`src/rtl/flp_pkg.sv`:
```
// Shared opcodes, read-mode encoding and status-word bit positions for the
// flash protection controller. Assumes the data word is at least 8 bits wide.
package flp_pkg;

    typedef enum logic [2:0] {
        OP_READ_FLAG      = 3'd0,
        OP_READ_ARRAY     = 3'd1,
        OP_READ_STATUS    = 3'd2,
        OP_CLEAR_STATUS   = 3'd3,
        OP_PROGRAM        = 3'd4,
        OP_BLOCK_ERASE    = 3'd5,
        OP_ERASE_UNPROT   = 3'd6,
        OP_PROTECT_BLOCK  = 3'd7
    } flp_op_e;

    typedef enum logic [1:0] {
        RD_ARRAY  = 2'd0,
        RD_STATUS = 2'd1,
        RD_FLAG   = 2'd2
    } flp_rdmode_e;

    localparam int SR_READY_BIT = 7;
    localparam int SR_ERASE_BIT = 5;
    localparam int SR_PROG_BIT  = 4;

endpackage

```
`src/rtl/flp_array.sv`:
```
// Cell array model: NUM_BLOCKS blocks of WORDS_PER_BLOCK words. An erase mask
// bit sets the whole block to ones; a program ANDs data into one word.
// Erase takes priority over program. Assumes the total depth is a power of two.
module flp_array #(
    parameter  int NUM_BLOCKS      = 4,
    parameter  int WORDS_PER_BLOCK = 4,
    parameter  int DATA_W          = 8,
    localparam int DEPTH           = NUM_BLOCKS * WORDS_PER_BLOCK,
    localparam int ADDR_W          = $clog2(DEPTH)
) (
    input  logic                  clk,
    input  logic                  rst_n,
    input  logic                  prog_en,
    input  logic [ADDR_W-1:0]     prog_addr,
    input  logic [DATA_W-1:0]     prog_data,
    input  logic [NUM_BLOCKS-1:0] erase_mask,
    input  logic [ADDR_W-1:0]     rd_addr,
    output logic [DATA_W-1:0]     rd_data,
    input  logic [ADDR_W-1:0]     chk_addr,
    output logic [DATA_W-1:0]     chk_data
);

    logic [DATA_W-1:0] mem [DEPTH];

    // Cell update: reset to erased, then erase blocks or clear bits of one word.
    always_ff @(posedge clk) begin
        if (!rst_n) begin
            for (int w = 0; w < DEPTH; w++) mem[w] <= '1;
        end else begin
            for (int w = 0; w < DEPTH; w++) begin
                if (erase_mask[w / WORDS_PER_BLOCK])
                    mem[w] <= '1;
                else if (prog_en && prog_addr == ADDR_W'(w))
                    mem[w] <= mem[w] & prog_data;
            end
        end
    end

    // Two asynchronous read ports: host read and program verify.
    always_comb begin
        rd_data  = mem[rd_addr];
        chk_data = mem[chk_addr];
    end

endmodule

```
`src/rtl/flp_lock_bank.sv`:
```
// Persistent per-block protect flags. 1 = writable, 0 = protected.
// A set request (completed erase) wins over a clear request (protect command).
// Assumes NUM_BLOCKS >= 2.
module flp_lock_bank #(
    parameter  int NUM_BLOCKS = 4,
    localparam int BLK_W      = $clog2(NUM_BLOCKS)
) (
    input  logic                  clk,
    input  logic                  rst_n,
    input  logic [NUM_BLOCKS-1:0] set_mask,
    input  logic                  clr_en,
    input  logic [BLK_W-1:0]      clr_blk,
    output logic [NUM_BLOCKS-1:0] flags
);

    for (genvar b = 0; b < NUM_BLOCKS; b++) begin : g_flag
        // One flag: set by erase, cleared only by the protect command.
        always_ff @(posedge clk) begin
            if (!rst_n)
                flags[b] <= 1'b1;
            else if (set_mask[b])
                flags[b] <= 1'b1;
            else if (clr_en && clr_blk == BLK_W'(b))
                flags[b] <= 1'b0;
        end
    end

endmodule

```
`src/rtl/flp_seq.sv`:
```
// Command sequencer: accepts commands while idle, latches timed commands and
// runs a busy counter, then applies the operation on the final busy cycle.
// Owns the sticky error bits and the read mode. The bypass bit is sampled at
// acceptance. Assumes the array and flag bank update on the same edge.
module flp_seq
    import flp_pkg::*;
#(
    parameter  int NUM_BLOCKS      = 4,
    parameter  int WORDS_PER_BLOCK = 4,
    parameter  int DATA_W          = 8,
    parameter  int BUSY_W          = 8,
    localparam int ADDR_W          = $clog2(NUM_BLOCKS * WORDS_PER_BLOCK),
    localparam int WORD_AW         = $clog2(WORDS_PER_BLOCK),
    localparam int BLK_W           = $clog2(NUM_BLOCKS)
) (
    input  logic                  clk,
    input  logic                  rst_n,
    input  logic                  cmd_valid,
    input  logic [2:0]            cmd_op,
    input  logic [ADDR_W-1:0]     cmd_addr,
    input  logic [DATA_W-1:0]     cmd_data,
    input  logic                  lock_override,
    input  logic [BUSY_W-1:0]     busy_cycles,
    input  logic [NUM_BLOCKS-1:0] lock_flags,
    input  logic [DATA_W-1:0]     chk_data,
    output logic [ADDR_W-1:0]     chk_addr,
    output logic                  prog_en,
    output logic [ADDR_W-1:0]     prog_addr,
    output logic [DATA_W-1:0]     prog_data,
    output logic [NUM_BLOCKS-1:0] erase_mask,
    output logic                  lock_clr_en,
    output logic [BLK_W-1:0]      lock_clr_blk,
    output logic                  seq_ready,
    output logic                  erase_err,
    output logic                  prog_err,
    output flp_rdmode_e           rd_mode,
    output logic                  flag_cap
);

    flp_op_e           op_in;
    flp_op_e           op_q;
    logic              busy;
    logic [BUSY_W-1:0] cnt;
    logic [ADDR_W-1:0] addr_q;
    logic [DATA_W-1:0] data_q;
    logic              ovr_q;
    logic              accept;
    logic              finish;
    logic              timed;
    logic [BLK_W-1:0]  blk_q;
    logic              blocked;

    // Decode of the incoming command and of the running operation.
    always_comb begin
        op_in   = flp_op_e'(cmd_op);
        accept  = cmd_valid && !busy;
        finish  = busy && (cnt == BUSY_W'(1));
        timed   = (op_in == OP_PROGRAM) || (op_in == OP_BLOCK_ERASE) ||
                  (op_in == OP_ERASE_UNPROT) || (op_in == OP_PROTECT_BLOCK) ||
                  (op_in == OP_READ_FLAG);
        blk_q   = addr_q[ADDR_W-1:WORD_AW];
        blocked = !ovr_q && !lock_flags[blk_q];
    end

    // Busy counter and command latch.
    always_ff @(posedge clk) begin
        if (!rst_n) begin
            busy   <= 1'b0;
            cnt    <= '0;
            op_q   <= OP_READ_ARRAY;
            addr_q <= '0;
            data_q <= '0;
            ovr_q  <= 1'b0;
        end else if (accept && timed) begin
            busy   <= 1'b1;
            cnt    <= (busy_cycles == '0) ? BUSY_W'(1) : busy_cycles;
            op_q   <= op_in;
            addr_q <= cmd_addr;
            data_q <= cmd_data;
            ovr_q  <= lock_override;
        end else if (finish) begin
            busy <= 1'b0;
            cnt  <= '0;
        end else if (busy) begin
            cnt <= cnt - BUSY_W'(1);
        end
    end

    // Update requests toward the array and the flag bank on the final cycle.
    always_comb begin
        prog_en     = 1'b0;
        erase_mask  = '0;
        lock_clr_en = 1'b0;
        if (finish) begin
            case (op_q)
                OP_PROGRAM:       prog_en = !blocked;
                OP_BLOCK_ERASE:   if (!blocked) erase_mask[blk_q] = 1'b1;
                OP_ERASE_UNPROT:  erase_mask = lock_flags | {NUM_BLOCKS{ovr_q}};
                OP_PROTECT_BLOCK: lock_clr_en = 1'b1;
                default:          ;
            endcase
        end
    end

    assign prog_addr    = addr_q;
    assign prog_data    = data_q;
    assign chk_addr     = addr_q;
    assign lock_clr_blk = blk_q;
    assign seq_ready    = !busy;

    // Sticky error bits: set on a vetoed or mismatching operation, cleared by command.
    always_ff @(posedge clk) begin
        if (!rst_n) begin
            erase_err <= 1'b0;
            prog_err  <= 1'b0;
        end else if (accept && op_in == OP_CLEAR_STATUS) begin
            erase_err <= 1'b0;
            prog_err  <= 1'b0;
        end else if (finish) begin
            if (op_q == OP_PROGRAM && (blocked || ((chk_data & data_q) != data_q)))
                prog_err <= 1'b1;
            if (op_q == OP_BLOCK_ERASE && blocked)
                erase_err <= 1'b1;
        end
    end

    // Read mode selection and capture of the flag for read-flag commands.
    always_ff @(posedge clk) begin
        if (!rst_n) begin
            rd_mode  <= RD_ARRAY;
            flag_cap <= 1'b1;
        end else if (accept) begin
            case (op_in)
                OP_READ_ARRAY:   rd_mode <= RD_ARRAY;
                OP_CLEAR_STATUS: rd_mode <= rd_mode;
                default:         rd_mode <= RD_STATUS;
            endcase
        end else if (finish && op_q == OP_READ_FLAG) begin
            rd_mode  <= RD_FLAG;
            flag_cap <= lock_flags[blk_q];
        end
    end

endmodule

```
`src/rtl/flp_ctrl.sv`:
```
// Top of the flash protection and status controller: ties the sequencer, the
// protect-flag bank and the cell array together and multiplexes host reads
// between array data, the status word and the captured protect flag.
// Assumes DATA_W >= 8 so that the status bit positions exist.
module flp_ctrl
    import flp_pkg::*;
#(
    parameter  int NUM_BLOCKS      = 4,
    parameter  int WORDS_PER_BLOCK = 4,
    parameter  int DATA_W          = 8,
    parameter  int BUSY_W          = 8,
    localparam int ADDR_W          = $clog2(NUM_BLOCKS * WORDS_PER_BLOCK),
    localparam int BLK_W           = $clog2(NUM_BLOCKS)
) (
    input  logic              clk,
    input  logic              rst_n,
    input  logic              cmd_valid,
    input  logic [2:0]        cmd_op,
    input  logic [ADDR_W-1:0] cmd_addr,
    input  logic [DATA_W-1:0] cmd_data,
    input  logic              lock_override,
    input  logic [BUSY_W-1:0] busy_cycles,
    input  logic [ADDR_W-1:0] rd_addr,
    output logic [DATA_W-1:0] rd_data,
    output logic              seq_ready,
    output logic              erase_err,
    output logic              prog_err
);

    logic [NUM_BLOCKS-1:0] lock_flags;
    logic [NUM_BLOCKS-1:0] erase_mask;
    logic                  prog_en;
    logic [ADDR_W-1:0]     prog_addr;
    logic [DATA_W-1:0]     prog_data;
    logic [ADDR_W-1:0]     chk_addr;
    logic [DATA_W-1:0]     chk_data;
    logic [DATA_W-1:0]     arr_rd;
    logic                  lock_clr_en;
    logic [BLK_W-1:0]      lock_clr_blk;
    flp_rdmode_e           rd_mode;
    logic                  flag_cap;
    logic [DATA_W-1:0]     status_word;

    flp_seq #(
        .NUM_BLOCKS(NUM_BLOCKS), .WORDS_PER_BLOCK(WORDS_PER_BLOCK),
        .DATA_W(DATA_W), .BUSY_W(BUSY_W)
    ) u_seq (
        .clk(clk), .rst_n(rst_n),
        .cmd_valid(cmd_valid), .cmd_op(cmd_op), .cmd_addr(cmd_addr),
        .cmd_data(cmd_data), .lock_override(lock_override),
        .busy_cycles(busy_cycles), .lock_flags(lock_flags),
        .chk_data(chk_data), .chk_addr(chk_addr),
        .prog_en(prog_en), .prog_addr(prog_addr), .prog_data(prog_data),
        .erase_mask(erase_mask), .lock_clr_en(lock_clr_en),
        .lock_clr_blk(lock_clr_blk), .seq_ready(seq_ready),
        .erase_err(erase_err), .prog_err(prog_err),
        .rd_mode(rd_mode), .flag_cap(flag_cap)
    );

    flp_lock_bank #(.NUM_BLOCKS(NUM_BLOCKS)) u_flags (
        .clk(clk), .rst_n(rst_n), .set_mask(erase_mask),
        .clr_en(lock_clr_en), .clr_blk(lock_clr_blk), .flags(lock_flags)
    );

    flp_array #(
        .NUM_BLOCKS(NUM_BLOCKS), .WORDS_PER_BLOCK(WORDS_PER_BLOCK), .DATA_W(DATA_W)
    ) u_array (
        .clk(clk), .rst_n(rst_n), .prog_en(prog_en), .prog_addr(prog_addr),
        .prog_data(prog_data), .erase_mask(erase_mask), .rd_addr(rd_addr),
        .rd_data(arr_rd), .chk_addr(chk_addr), .chk_data(chk_data)
    );

    // Read multiplexer: status on even addresses in status mode, flag in flag mode.
    always_comb begin
        status_word               = '0;
        status_word[SR_READY_BIT] = seq_ready;
        status_word[SR_ERASE_BIT] = erase_err;
        status_word[SR_PROG_BIT]  = prog_err;
        case (rd_mode)
            RD_STATUS: rd_data = rd_addr[0] ? arr_rd : status_word;
            RD_FLAG:   rd_data = {{(DATA_W-1){1'b0}}, flag_cap};
            default:   rd_data = arr_rd;
        endcase
    end

endmodule

```
`config.mk`:
```
export PLATFORM = sky130hd
export DESIGN_NAME = flp_ctrl
export DESIGN_NICKNAME = d
export VERILOG_FILES = /design/src/rtl/flp_pkg.sv /design/src/rtl/flp_array.sv /design/src/rtl/flp_lock_bank.sv /design/src/rtl/flp_seq.sv /design/src/rtl/flp_ctrl.sv
export SDC_FILE = /design/constraint.sdc
export NUM_CORES = 1
export LEC_CHECK = 0
export ABC_AREA = 0
export BUFFER_PORTS_ARGS = -buffer_cell sky130_fd_sc_hd__buf_2
export CELL_PAD_IN_SITES_DETAIL_PLACEMENT = 1
export CELL_PAD_IN_SITES_GLOBAL_PLACEMENT = 2
export CORE_UTILIZATION = 44
export DETAILED_ROUTE_END_ITERATION = 8
export GPL_ROUTABILITY_DRIVEN = 0
export PLACE_DENSITY_LB_ADDON = 0.1
export SYNTH_ARGS = -nofsm -noshare
export SYNTH_HDL_FRONTEND = slang
export SYNTH_SLANG_ARGS = --single-unit
```
`constraint.sdc`:
```
create_clock -name clk -period 3.73 [get_ports clk]
set_clock_uncertainty 0.05 [all_clocks]
set_input_delay 0.1865 -clock clk [delete_from_list [all_inputs] [get_ports clk]]
set_output_delay 0.1865 -clock clk [all_outputs]
set_load 0.05 [all_outputs]
```
==> impl_metrics.toml <==
[clock_network]
cts_tree = "done"
clk_pin_slew_ns = 0.07
cts.htree.levels = 4
clock_sinks = 166
cts-root-buf = "clkbuf_16"
clkLatencyLatePin_ns = 0.43
cts_made_buffers = 17
clockBufferDepth = 2

[floorplan]
ios = 42
die_w_um = 146.4
row_count = 52
die_area_sq_mm = 0.02144
fp.dieH_um = 146.4
core_sq_mm = 0.02036
initial_core_util_pct = 45.08

[sta]
worst_slew_margin_rel_pct = 21.68
holdWs_ns = 0.02087
min_period_ns = 3.533
rsz0062_at_grt = "no"
max_freq_mhz = 283.1
fin_setup_tns_ns = 0
post-route-period-util_pct = 94.71
worst_slew_pin_slew_ns = 1.174
setup_viol = 0
hold_violations = 0
final_max_slew_viol_count = 0

[synth]
ys_seq_area_share_pct = 50.16
synthSimpleGateAreaFrac_pct = 10.43
synth_top_family_by_area = "multiplexers"
synth_cell_types = 61
synth_area_leaders = "edfxtp_1, mux4_2, a21o_1, dfxtp_1, mux2i_1"
syn_avg_cell_area_sq_um = 12.70
synth_edf_count = 128
synth_compound_area_share_pct = 16.90
syn-instance-count = 723
synth_warnings = 0
yosys.area_share.xor_xnor_pct = 0.2862
ys_async_sr_fraction_pct = 0
netlist_area_sq_mm = 0.009180
yosys.area.top_type = "edfxtp_1"
synth_fa_ha_area_share_pct = 0.5452
synth_top_area_share_pct = 41.87
synth-main-ff-cell = "edfxtp_1"
syn_nets = 758
muxShareOfSynthArea_pct = 18.62
ys_ff_latch = 166

[job]
drv_cap = 0

[drt]
wl_per_cell_um = 27.60
vias_per_cell = 6.349
ant_nets = 0
first_pass_iters = 5
vias = 6743
dr.first_iter.drc_count = 609
drc = 0
drt_wl_total_mm = 29.31

[global_routing]
grt_max_degree = 33
grt_pass1_vias = 6938
track_usage_pct = 28.69
grt-ovfl-total = 0
grt_pass1_wl_mm = 44.79
antenna_found_initial = 1

[pwr]
powerDensity_mw_per_mm2 = 407.0
p_leak_nw = 3.393
irDropWorstVdd_uv = 263.4

[worst_hold_path]
min_path_type = "in2reg"

[critical_path]
arrival_ns = 3.56
max_stage_delay_ns = 0.66
crit_required_ns = 3.76
path_class = "reg2reg"
worstPathMaxFanout = 8
path_cells = "or4b_1 > or4_1 > or4_1 > buf_4 > nor2_8 > nand2_1 > nand2_1"
crit_path_start_kind = "register"
crit_path_end_kind = "register"
cp_slowest_cell = "or4_1"

[finish]
area.sequential_sq_mm = 0.004606
nets = 814
multiInputGateArea_sq_mm = 0.004294
fin_area_sq_mm = 0.01056
drive_gt1_share_pct = 24.62
layout_commonest_cell = "a21o_1"
areaGrowthSynthToFinish_pct = 14.99
stdcell_count = 1062
fillers = 2069
diodes = 0
layout_common_cells = "a21o_1, edfxtp_1, mux4_2"
final_core_util_pct = 51.84

[placed_design]
placed_area_sq_mm = 0.009744
dp.cells = 1009
dp.final_hpwl_mm = 21.10
port_buffers = 41

[status]
status = "finished clean"
[final timing paths]
| check | to | startpoint | cells after the start | slack, ns |
|---|---|---|---|---|
| min | u_seq.cnt[0] | busy_cycles[0] | 3 | 0.02 |
| max reg2reg | u_array.mem[4][7] | u_seq.busy | 7 | 0.20 |
| max | u_array.mem[4][7] | u_seq.busy | 7 | 0.20 |
| min reg2reg | u_flags.flags[3] | u_flags.flags[3] | 2 | 0.46 |
[flip-flops by register name, indices dropped and copies added, names as in the netlist, named ones only]
name	count
u_array.mem	128
u_seq.cnt	8
u_seq.prog_data	8
u_flags.flags	4
u_seq.chk_addr	4
u_seq.op_q	3
u_seq.rd_mode	2
u_seq.busy	1
u_seq.erase_err	1
u_seq.flag_cap	1
u_seq.ovr_q	1
u_seq.prog_err	1
[what timing repair did]
item	CTS	global route
endpoints found under the setup margin	0	0
buffers inserted	0	0
hold endpoints to repair	25	0
gates resized for setup	0	0
hold buffers	21	0
[Yosys cell counts, types with 6 or more instances]
master	instances
o21ai_1	13
a21o_1	129
nand3_1	13
nor3_1	11
edfxtp_1	128
mux2i_1	29
mux4_2	62
clkbuf_1	47
nor2_1	24
o21ai_0	7
dfxtp_1	38
a22o_1	6
inv_1	14
nand2_1	55
nor2b_1	12
nand2_4	12
a21oi_1	30
[cells by family after synthesis]
family | Yosys count
adder cells (fa/ha/maj) | 4
XOR/XNOR | 3
AND/OR/NAND/NOR | 166
flip-flops | 166
buffers and inverters | 71
AO/OA/AOI/OAI | 220
multiplexers | 93
[area by class of cell]
type                       count  area share, %
clock inverter                 8         0.7467
tap                          270          3.200
multi-input combinational    486          40.68
timing repair buffer          93          6.258
clock buffer                  24          4.954
inverter                      15         0.5334
sequential                   166          43.63
[worst max-delay path: cells and delay by family (launching register included)]
kind	cells	cell delay [ns]
buf+inv	1	0.23
flops	1	0.50
simple gates	6	2.38
[power breakdown]
group	internal, mW	switching [mW]
sequential	2.01	0.0731
combinational	0.149	0.252
clock	1.06	0.753
[layer usage]
metal  vias up  global-route usage [%]  wire [um]
li1       2926                       -          -
met1      3538                   38.25      12440
met2       241                   46.90      14330
met3        36                   6.156       1922
met4         2                   8.906        603
met5         -                       0         19
[metrics by stage]
| stage | power [mW] | setup slack [ns] |
|---|---|---|
| 4_1_cts | 4.325 | 0.1544 |
| 6_report | 4.296 | 0.1974 |
| 2_1_floorplan | 2.345 | 0.2985 |
| 5_1_grt | 4.427 | 0.05376 |
| 3_3_place_gp | 2.492 | 0.3145 |
| 3_5_place_dp | 2.504 | 0.1863 |
Power figures use the tool's default switching activity.
